$ cat config.mk
export PLATFORM = sky130hd
export DESIGN_NAME = perf_monitor
export DESIGN_NICKNAME = d
export VERILOG_FILES = /design/src/rtl/pmu_pkg.sv /design/src/rtl/pmu_evsel.sv /design/src/rtl/pmu_prescale.sv /design/src/rtl/pmu_counter.sv /design/src/rtl/pmu_ctrl.sv /design/src/rtl/perf_monitor.sv
export SDC_FILE = /design/constraint.sdc
export NUM_CORES = 1
export LEC_CHECK = 0
export CORE_UTILIZATION = 30
export DETAILED_ROUTE_END_ITERATION = 10
export HOLD_SLACK_MARGIN = 0.08
export PLACE_DENSITY = 0.51
export SYNTH_ARGS = -nofsm -noshare
export SYNTH_HDL_FRONTEND = slang
export SYNTH_HIERARCHICAL = 1
export SYNTH_SLANG_ARGS = --single-unit
$ cat constraint.sdc
create_clock -name clk -period 4.3 [get_ports clk]
set_clock_uncertainty 0.15 [all_clocks]
set_input_delay 1.29 -clock clk [delete_from_list [all_inputs] [get_ports clk]]
set_output_delay 1.29 -clock clk [all_outputs]
set_load 0.005 [all_outputs]
$ cat src/rtl/pmu_pkg.sv
// Package pmu_pkg: shared constants for the performance monitor.
// Assumes a 32-bit control word with the field layout below.
package pmu_pkg;
    localparam int CTRL_W    = 32;
    localparam int NUM_CNT   = 3;
    localparam int EN_BIT    = 0;
    localparam int RSTEV_BIT = 1;
    localparam int RSTCY_BIT = 2;
    localparam int DIV_BIT   = 3;
    localparam int IEN_LSB   = 4;
    localparam int FLAG_LSB  = 8;
    localparam int SEL1_LSB  = 12;
    localparam int SEL0_LSB  = 20;
    localparam int IDX_EV0   = 0;
    localparam int IDX_EV1   = 1;
    localparam int IDX_CYC   = 2;

    typedef enum logic [1:0] {
        ADDR_CTRL = 2'd0,
        ADDR_CYC  = 2'd1,
        ADDR_EV0  = 2'd2,
        ADDR_EV1  = 2'd3
    } reg_addr_e;

    // Register address of counter slot idx.
    function automatic logic [1:0] slot_addr(input int idx);
        case (idx)
            IDX_EV0: slot_addr = ADDR_EV0;
            IDX_EV1: slot_addr = ADDR_EV1;
            default: slot_addr = ADDR_CYC;
        endcase
    endfunction
endpackage

$ cat src/rtl/pmu_evsel.sv
// pmu_evsel: turns a select code into a per-cycle count strobe.
// Assumes that an all-ones code means "every cycle" and that a code at or
// beyond EVT_W selects nothing.
module pmu_evsel #(
    parameter int EVT_W = 32,
    parameter int SEL_W = 8
) (
    input  logic [SEL_W-1:0] sel,
    input  logic [EVT_W-1:0] events,
    output logic             hit
);
    localparam int IDX_W = $clog2(EVT_W);

    // Pick the event line, the always-on code or nothing.
    always_comb begin
        if (sel == '1)
            hit = 1'b1;
        else if (int'(sel) < EVT_W)
            hit = events[sel[IDX_W-1:0]];
        else
            hit = 1'b0;
    end
endmodule

$ cat src/rtl/pmu_prescale.sv
// pmu_prescale: gives a one-cycle tick every RATIO cycles while run is high.
// Assumes RATIO >= 2. clear restarts the period.
module pmu_prescale #(
    parameter int RATIO = 64
) (
    input  logic clk,
    input  logic rst_n,
    input  logic run,
    input  logic clear,
    output logic tick
);
    localparam int PW = (RATIO > 2) ? $clog2(RATIO) : 1;
    localparam logic [PW-1:0] LAST = PW'(RATIO - 1);

    logic [PW-1:0] phase;

    assign tick = run && (phase == LAST);

    // Advance the phase, wrapping after the last step.
    always_ff @(posedge clk) begin
        if (!rst_n)
            phase <= '0;
        else if (clear)
            phase <= '0;
        else if (run)
            phase <= tick ? '0 : phase + 1'b1;
    end


    prescale_wrap_chk: assert property (@(posedge clk) disable iff (!rst_n)
        (tick && !clear) |=> (phase == '0));
endmodule

$ cat src/rtl/pmu_counter.sv
// pmu_counter: one wrapping counter with a load port and a synchronous clear.
// Assumes the load has priority over the clear, and the clear over an increment.
module pmu_counter #(
    parameter int W = 32
) (
    input  logic         clk,
    input  logic         rst_n,
    input  logic         load,
    input  logic [W-1:0] load_val,
    input  logic         clear,
    input  logic         inc,
    output logic [W-1:0] value,
    output logic         wrap
);
    assign wrap = inc && !load && !clear && (value == '1);

    // Update the count: load, then clear, then step.
    always_ff @(posedge clk) begin
        if (!rst_n)
            value <= '0;
        else if (load)
            value <= load_val;
        else if (clear)
            value <= '0;
        else if (inc)
            value <= value + 1'b1;
    end


    load_wins_chk: assert property (@(posedge clk) disable iff (!rst_n)
        load |=> (value == $past(load_val)));

    wrap_zero_chk: assert property (@(posedge clk) disable iff (!rst_n)
        wrap |=> (value == '0));
endmodule

$ cat src/rtl/pmu_ctrl.sv
// pmu_ctrl: holds the control word, the sticky overflow flags and the
// interrupt. Reset bits are write-only pulses. A new overflow wins over a
// clear arriving in the same cycle.
module pmu_ctrl
    import pmu_pkg::*;
#(
    parameter int SEL_W = 8
) (
    input  logic               clk,
    input  logic               rst_n,
    input  logic               wr,
    input  logic [CTRL_W-1:0]  wdata,
    input  logic [NUM_CNT-1:0] wrap,
    output logic               run,
    output logic               divide,
    output logic [SEL_W-1:0]   sel_ev0,
    output logic [SEL_W-1:0]   sel_ev1,
    output logic               zero_ev,
    output logic               zero_cyc,
    output logic [CTRL_W-1:0]  word,
    output logic               irq
);
    logic [NUM_CNT-1:0] ien;
    logic [NUM_CNT-1:0] flags;
    logic [NUM_CNT-1:0] clr_mask;
    logic               unused_ctrl_bits;

    assign unused_ctrl_bits = ^{wdata[31:28], wdata[11], wdata[7]};
    assign zero_ev  = wr && wdata[RSTEV_BIT];
    assign zero_cyc = wr && wdata[RSTCY_BIT];
    assign clr_mask = wr ? wdata[FLAG_LSB +: NUM_CNT] : '0;
    assign irq      = |(flags & ien);

    // Capture the stored control fields on a write.
    always_ff @(posedge clk) begin
        if (!rst_n) begin
            run     <= 1'b0;
            divide  <= 1'b0;
            ien     <= '0;
            sel_ev0 <= '0;
            sel_ev1 <= '0;
        end else if (wr) begin
            run     <= wdata[EN_BIT];
            divide  <= wdata[DIV_BIT];
            ien     <= wdata[IEN_LSB +: NUM_CNT];
            sel_ev0 <= wdata[SEL0_LSB +: SEL_W];
            sel_ev1 <= wdata[SEL1_LSB +: SEL_W];
        end
    end

    // Set flags on a wrap and clear the ones written as 1.
    always_ff @(posedge clk) begin
        if (!rst_n)
            flags <= '0;
        else
            flags <= (flags & ~clr_mask) | wrap;
    end

    // Assemble the readable control word.
    always_comb begin
        word                         = '0;
        word[EN_BIT]                 = run;
        word[DIV_BIT]                = divide;
        word[IEN_LSB +: NUM_CNT]     = ien;
        word[FLAG_LSB +: NUM_CNT]    = flags;
        word[SEL1_LSB +: SEL_W]      = sel_ev1;
        word[SEL0_LSB +: SEL_W]      = sel_ev0;
    end

    for (genvar i = 0; i < NUM_CNT; i++) begin : g_flag_chk

        flag_set_chk: assert property (@(posedge clk) disable iff (!rst_n)
            wrap[i] |=> flags[i]);

        flag_hold_chk: assert property (@(posedge clk) disable iff (!rst_n)
            (flags[i] && !(wr && wdata[FLAG_LSB + i])) |=> flags[i]);

        flag_source_chk: assert property (@(posedge clk) disable iff (!rst_n)
            $rose(flags[i]) |-> $past(wrap[i]));
    end
endmodule

$ cat src/rtl/perf_monitor.sv
// perf_monitor: two selectable event counters and one cycle counter behind a
// four-address register port, with sticky overflow flags and one interrupt.
// Assumes CNT_W <= 32 and that event pulses are synchronous to clk.
module perf_monitor
    import pmu_pkg::*;
#(
    parameter int CNT_W    = 32,
    parameter int EVT_W    = 32,
    parameter int SEL_W    = 8,
    parameter int PRESCALE = 64
) (
    input  logic              clk,
    input  logic              rst_n,
    input  logic              reg_wr,
    input  logic [1:0]        reg_addr,
    input  logic [31:0]       reg_wdata,
    output logic [31:0]       reg_rdata,
    input  logic [EVT_W-1:0]  events,
    output logic              irq
);
    logic               run;
    logic               divide;
    logic               zero_ev;
    logic               zero_cyc;
    logic               tick;
    logic [SEL_W-1:0]   sel_ev0;
    logic [SEL_W-1:0]   sel_ev1;
    logic [CTRL_W-1:0]  ctrl_word;
    logic [NUM_CNT-1:0] wrap;
    logic [CNT_W-1:0]   count [NUM_CNT];
    logic               ctrl_wr;

    assign ctrl_wr = reg_wr && (reg_addr == ADDR_CTRL);

    pmu_ctrl #(.SEL_W(SEL_W)) u_ctrl (
        .clk      (clk),
        .rst_n    (rst_n),
        .wr       (ctrl_wr),
        .wdata    (reg_wdata),
        .wrap     (wrap),
        .run      (run),
        .divide   (divide),
        .sel_ev0  (sel_ev0),
        .sel_ev1  (sel_ev1),
        .zero_ev  (zero_ev),
        .zero_cyc (zero_cyc),
        .word     (ctrl_word),
        .irq      (irq)
    );

    pmu_prescale #(.RATIO(PRESCALE)) u_prescale (
        .clk   (clk),
        .rst_n (rst_n),
        .run   (run && divide),
        .clear (zero_cyc),
        .tick  (tick)
    );

    for (genvar i = 0; i < NUM_CNT; i++) begin : g_cnt
        logic step;
        logic clr;
        logic load;

        if (i == IDX_CYC) begin : g_cyc
            assign step = run && (divide ? tick : 1'b1);
            assign clr  = zero_cyc;
        end else begin : g_ev
            logic hit;
            pmu_evsel #(.EVT_W(EVT_W), .SEL_W(SEL_W)) u_sel (
                .sel    ((i == IDX_EV0) ? sel_ev0 : sel_ev1),
                .events (events),
                .hit    (hit)
            );
            assign step = run && hit;
            assign clr  = zero_ev;
        end

        assign load = reg_wr && (reg_addr == slot_addr(i));

        pmu_counter #(.W(CNT_W)) u_cnt (
            .clk      (clk),
            .rst_n    (rst_n),
            .load     (load),
            .load_val (reg_wdata[CNT_W-1:0]),
            .clear    (clr),
            .inc      (step),
            .value    (count[i]),
            .wrap     (wrap[i])
        );


        hold_when_off_chk: assert property (@(posedge clk) disable iff (!rst_n)
            (!run && !reg_wr) |=> $stable(count[i]));
    end

    // Return the addressed register.
    always_comb begin
        case (reg_addr)
            ADDR_CTRL: reg_rdata = ctrl_word;
            ADDR_CYC:  reg_rdata = 32'(count[IDX_CYC]);
            ADDR_EV0:  reg_rdata = 32'(count[IDX_EV0]);
            default:   reg_rdata = 32'(count[IDX_EV1]);
        endcase
    end
endmodule

==> run summary <==
Routability Congestion: 0.896
WP buf/inv: 3
Metal2 WL: 15.0 mm
Layout cells sized above 1: 0.119
Global-route wire length before repair: 49.0 mm
Hpwl dp: 25.1 mm
Cell area after layout: 10,600 um^2
Sequential fraction of the synthesis area: 0.291
Post-synth EDFFs: 0
Post-synthesis register bit count: 126
DR vias/cell: 5.69
Initial DRC Count: 604
Met3 wire length: 2.39 mm
M1 wire length: 14.3 mm
Combinational power share: 0.131
P_sw: 0.000867 W
Routed Antenna Nets: 0
Crit-path max FO: 17
CTS buffer count: 17
Initial Utilization: 0.309
Post-Synth Adder-Cell Area: 0.00577
Post-Synth Simple-Gate Area: 0.247
Synth Area in Compound Gates: 0.174
Placed instance count: 1,452
Ant. Diodes: 0
Htree depth: 4
Final wirelength: 32.5 mm
Final Hold Viols: 0
Area added between synthesis and finish: 22.1%
Hold EP: u_prescale/phase[5]
Vias in the first global route: 7,971
Seq pwr share: 0.388
FF-to-FF End: g_cnt[0].u_cnt/value[24]
Clock Path Buffers: 2
Clk_lat worst skew: 0.43 ns
Router iterations before antenna repair: 6
Antenna violations before repair: 0
FF/Latch Area: 2520 um^2
Largest net degree at the start of global routing: 37
Crit end category: output pin
Root Buffer: clkbuf_16
CTS sink cnt: 126
Xor and xnor area share after synthesis: 0.0454
Final setup violation count: 0
R2R depth: 11
Yosys top cell by area: dfxtp_1
WP data required: 2.86 ns
Clock transition at path regs: 0.06 ns
Footprint of the multi-input gates: 5570 um^2
Max-Cap Viols: 0
Top post-synthesis cells by area: dfxtp_1 (29%), mux4_2 (8.8%), nand2_1 (6.2%), xnor2_1 (3.9%), o21ai_0 (3.9%)
Commonest register cell after synthesis: dfxtp_1
Hold Path Class: flip-flop to flip-flop
I/O Buffers: 101
CP Cell Sequence: buf_4 -> buf_12 -> mux4_2 -> clkdlybuf4s50_1
Hold-fix buffers, CTS: 0
Switching Fraction: 0.266
Clock power share: 0.481
Die area: 29,600 um^2
Top layer in use: met4
Critical-path top delay cell: mux4_2
Core ar.: 28,100 um^2
Post-layout min period: 4.16 ns
Synth top cells by count: nand2_1 (143), dfxtp_1 (126), o21ai_0 (68)
Syn avg cell area: 8.57 um^2
GRT Total Usage: 0.223
Total power: 0.00326 W
DR WL/cell: 21.9 um
DRC Markers: 0
Die Ht: 172 um
TritonCTS clock tree: yes
Die width: 172 um
# IOs: 102
F_max: 241 MHz
Syn. warnings: 6
Filler cells: 2,941
Mux cell area share after synthesis: 0.166
Nets: 1,166
Unrepaired setup endpoints after global routing: no
Vias: 8,444
CP max stage delay: 0.52 ns
Synth top area share: 0.291
Power density over the cells: 307 nW/um^2
Final Cycle Share: 0.966
WP data arrival: 2.72 ns
Num rows: 61
Postcts setup bufs: 0
Worst hold stages: 2
Hold Startpoint: u_prescale/phase[5]
Crit path kind: input port to output pin
Slew @ Worst Pin: 0.904 ns
Main combinational cell family by area after synthesis: simple AND/OR/NAND/NOR gates
Type of origin of the critical path: input port
Synth cell types: 55
Outcome: completed
Critical R2R Launch: u_ctrl/sel_ev0[0]
Post-synthesis async set-or-reset flop share: 0
Slew HR: 0.395
Count leader, synth: nand2_1
Min Hold Slack: 0.353 ns
LEAKAGE: 3.44 nW
Fin Setup TNS: 0 ns
Post-DP Area: 9960 um^2
R2r setup slk: 0.88 ns
Cell family with most CP delay: buffers and inverters
Post-Syn Instances: 1,013
Netlist Area Pre-Place: 8680 um^2
Fin cells: 1,484
Grt ovf: 0
Peak VDD IR: 0.263 mV
Final Slew Violations: 0
Pint: 0.00239 W
through the flow:
step,util,setup slack (ns)
after CTS,0.377,0.114
after global routing,0.377,0.0863
after floorplan,-,0.768
final,0.377,0.144
after global placement,0.355,0.0170
after detailed placement,0.355,0.00377
power by group through the flow:
| stage | registers [W] | logic [W] | clock network, W |
|---|---|---|---|
| 2_1_floorplan | 0.00126 | 0.000242 | 0 |
| 3_3_place_gp | 0.00129 | 0.000421 | 0 |
| 3_5_place_dp | 0.00129 | 0.000423 | 0 |
| 4_1_cts | 0.00126 | 0.000426 | 0.00159 |
| 5_1_grt | 0.00127 | 0.000460 | 0.00163 |
| 6_report | 0.00126 | 0.000426 | 0.00157 |
cell usage in the layout, fill, tap and decap left out, drive strengths merged, types with 4 or more instances in the layout:
cell type	count
a211oi	9
a21oi	65
a221oi	8
a22o	6
a22oi	18
a31oi	15
a32o	9
and2	16
and3	4
and4	18
buf	41
clkbuf	21
clkdlybuf4s50	98
conb	8
dfxtp	126
ha	4
inv	24
mux2	8
mux2i	32
mux4	44
nand2	143
nand2b	4
nand3	23
nand4	31
nor2	56
nor2b	27
nor3	44
nor3b	4
nor4	27
o211ai	15
o21ai	74
o31ai	12
xnor2	39
xor2	6
repair_timing:
action	4_1_cts	5_1_grt
hold endpoints to repair	0	0
setup endpoints to repair	1	0
resized for setup	1	0
cell type report:
class | instances | area share
repair buffers | 139 | 0.125
multi-input cells | 788 | 0.525
well taps | 378 | 0.0446
inverters | 21 | 0.00744
clock buffers | 21 | 0.0453
flip-flops and latches | 126 | 0.238
clock inverters | 11 | 0.0144
metal layers:
| layer | GRT usage | vias to the layer above |
|---|---|---|
| met2 | 0.353 | 342 |
| li1 | - | 3928 |
| met5 | 0 | - |
| met1 | 0.300 | 4125 |
| met4 | 0.0854 | 0 |
| met3 | 0.0396 | 49 |
state kept, by name, summed over array words and instances, names as in the netlist:
register	cells
u_prescale/phase	6
u_ctrl/sel_ev1	8
u_ctrl/flags	3
u_ctrl/run	1
u_ctrl/sel_ev0	8
u_ctrl/ien	3
g_cnt.u_cnt/value	96
u_ctrl/divide	1
worst reg2reg max path, cell delays in order, from the launching register on:
cell      delay (ns)
dfxtp_1         0.71
mux4_1          0.65
mux2i_1         0.19
a221oi_1        0.10
or3_1           0.41
and2_1          0.25
buf_4           0.22
inv_1           0.09
nand2_1         0.09
buf_4           0.21
a21oi_1         0.15
nor3b_1         0.07
kinds of logic after synthesis:
| kind of cell | Yosys count |
|---|---|
| other | 1 |
| flip-flops | 126 |
| AND/OR/NAND/NOR | 407 |
| AO/OA/AOI/OAI | 240 |
| multiplexers | 84 |
| adder cells (fa/ha/maj) | 4 |
| XOR/XNOR | 45 |
| buffers and inverters | 106 |
worst max path at each step:
stage                     start       endpoint  slack (ns)  cells past startpoint
floorplan           reg_addr[0]  reg_rdata[22]        0.77                      3
global placement    reg_addr[0]   reg_rdata[9]        0.02                      4
detailed placement  reg_addr[0]  reg_rdata[23]       0.004                      4
CTS                 reg_addr[0]  reg_rdata[23]        0.11                      4
global route        reg_addr[0]   reg_rdata[8]        0.09                      4
finish              reg_addr[0]  reg_rdata[21]        0.14                      4
No activity file was read; power rests on OpenSTA's default activity.
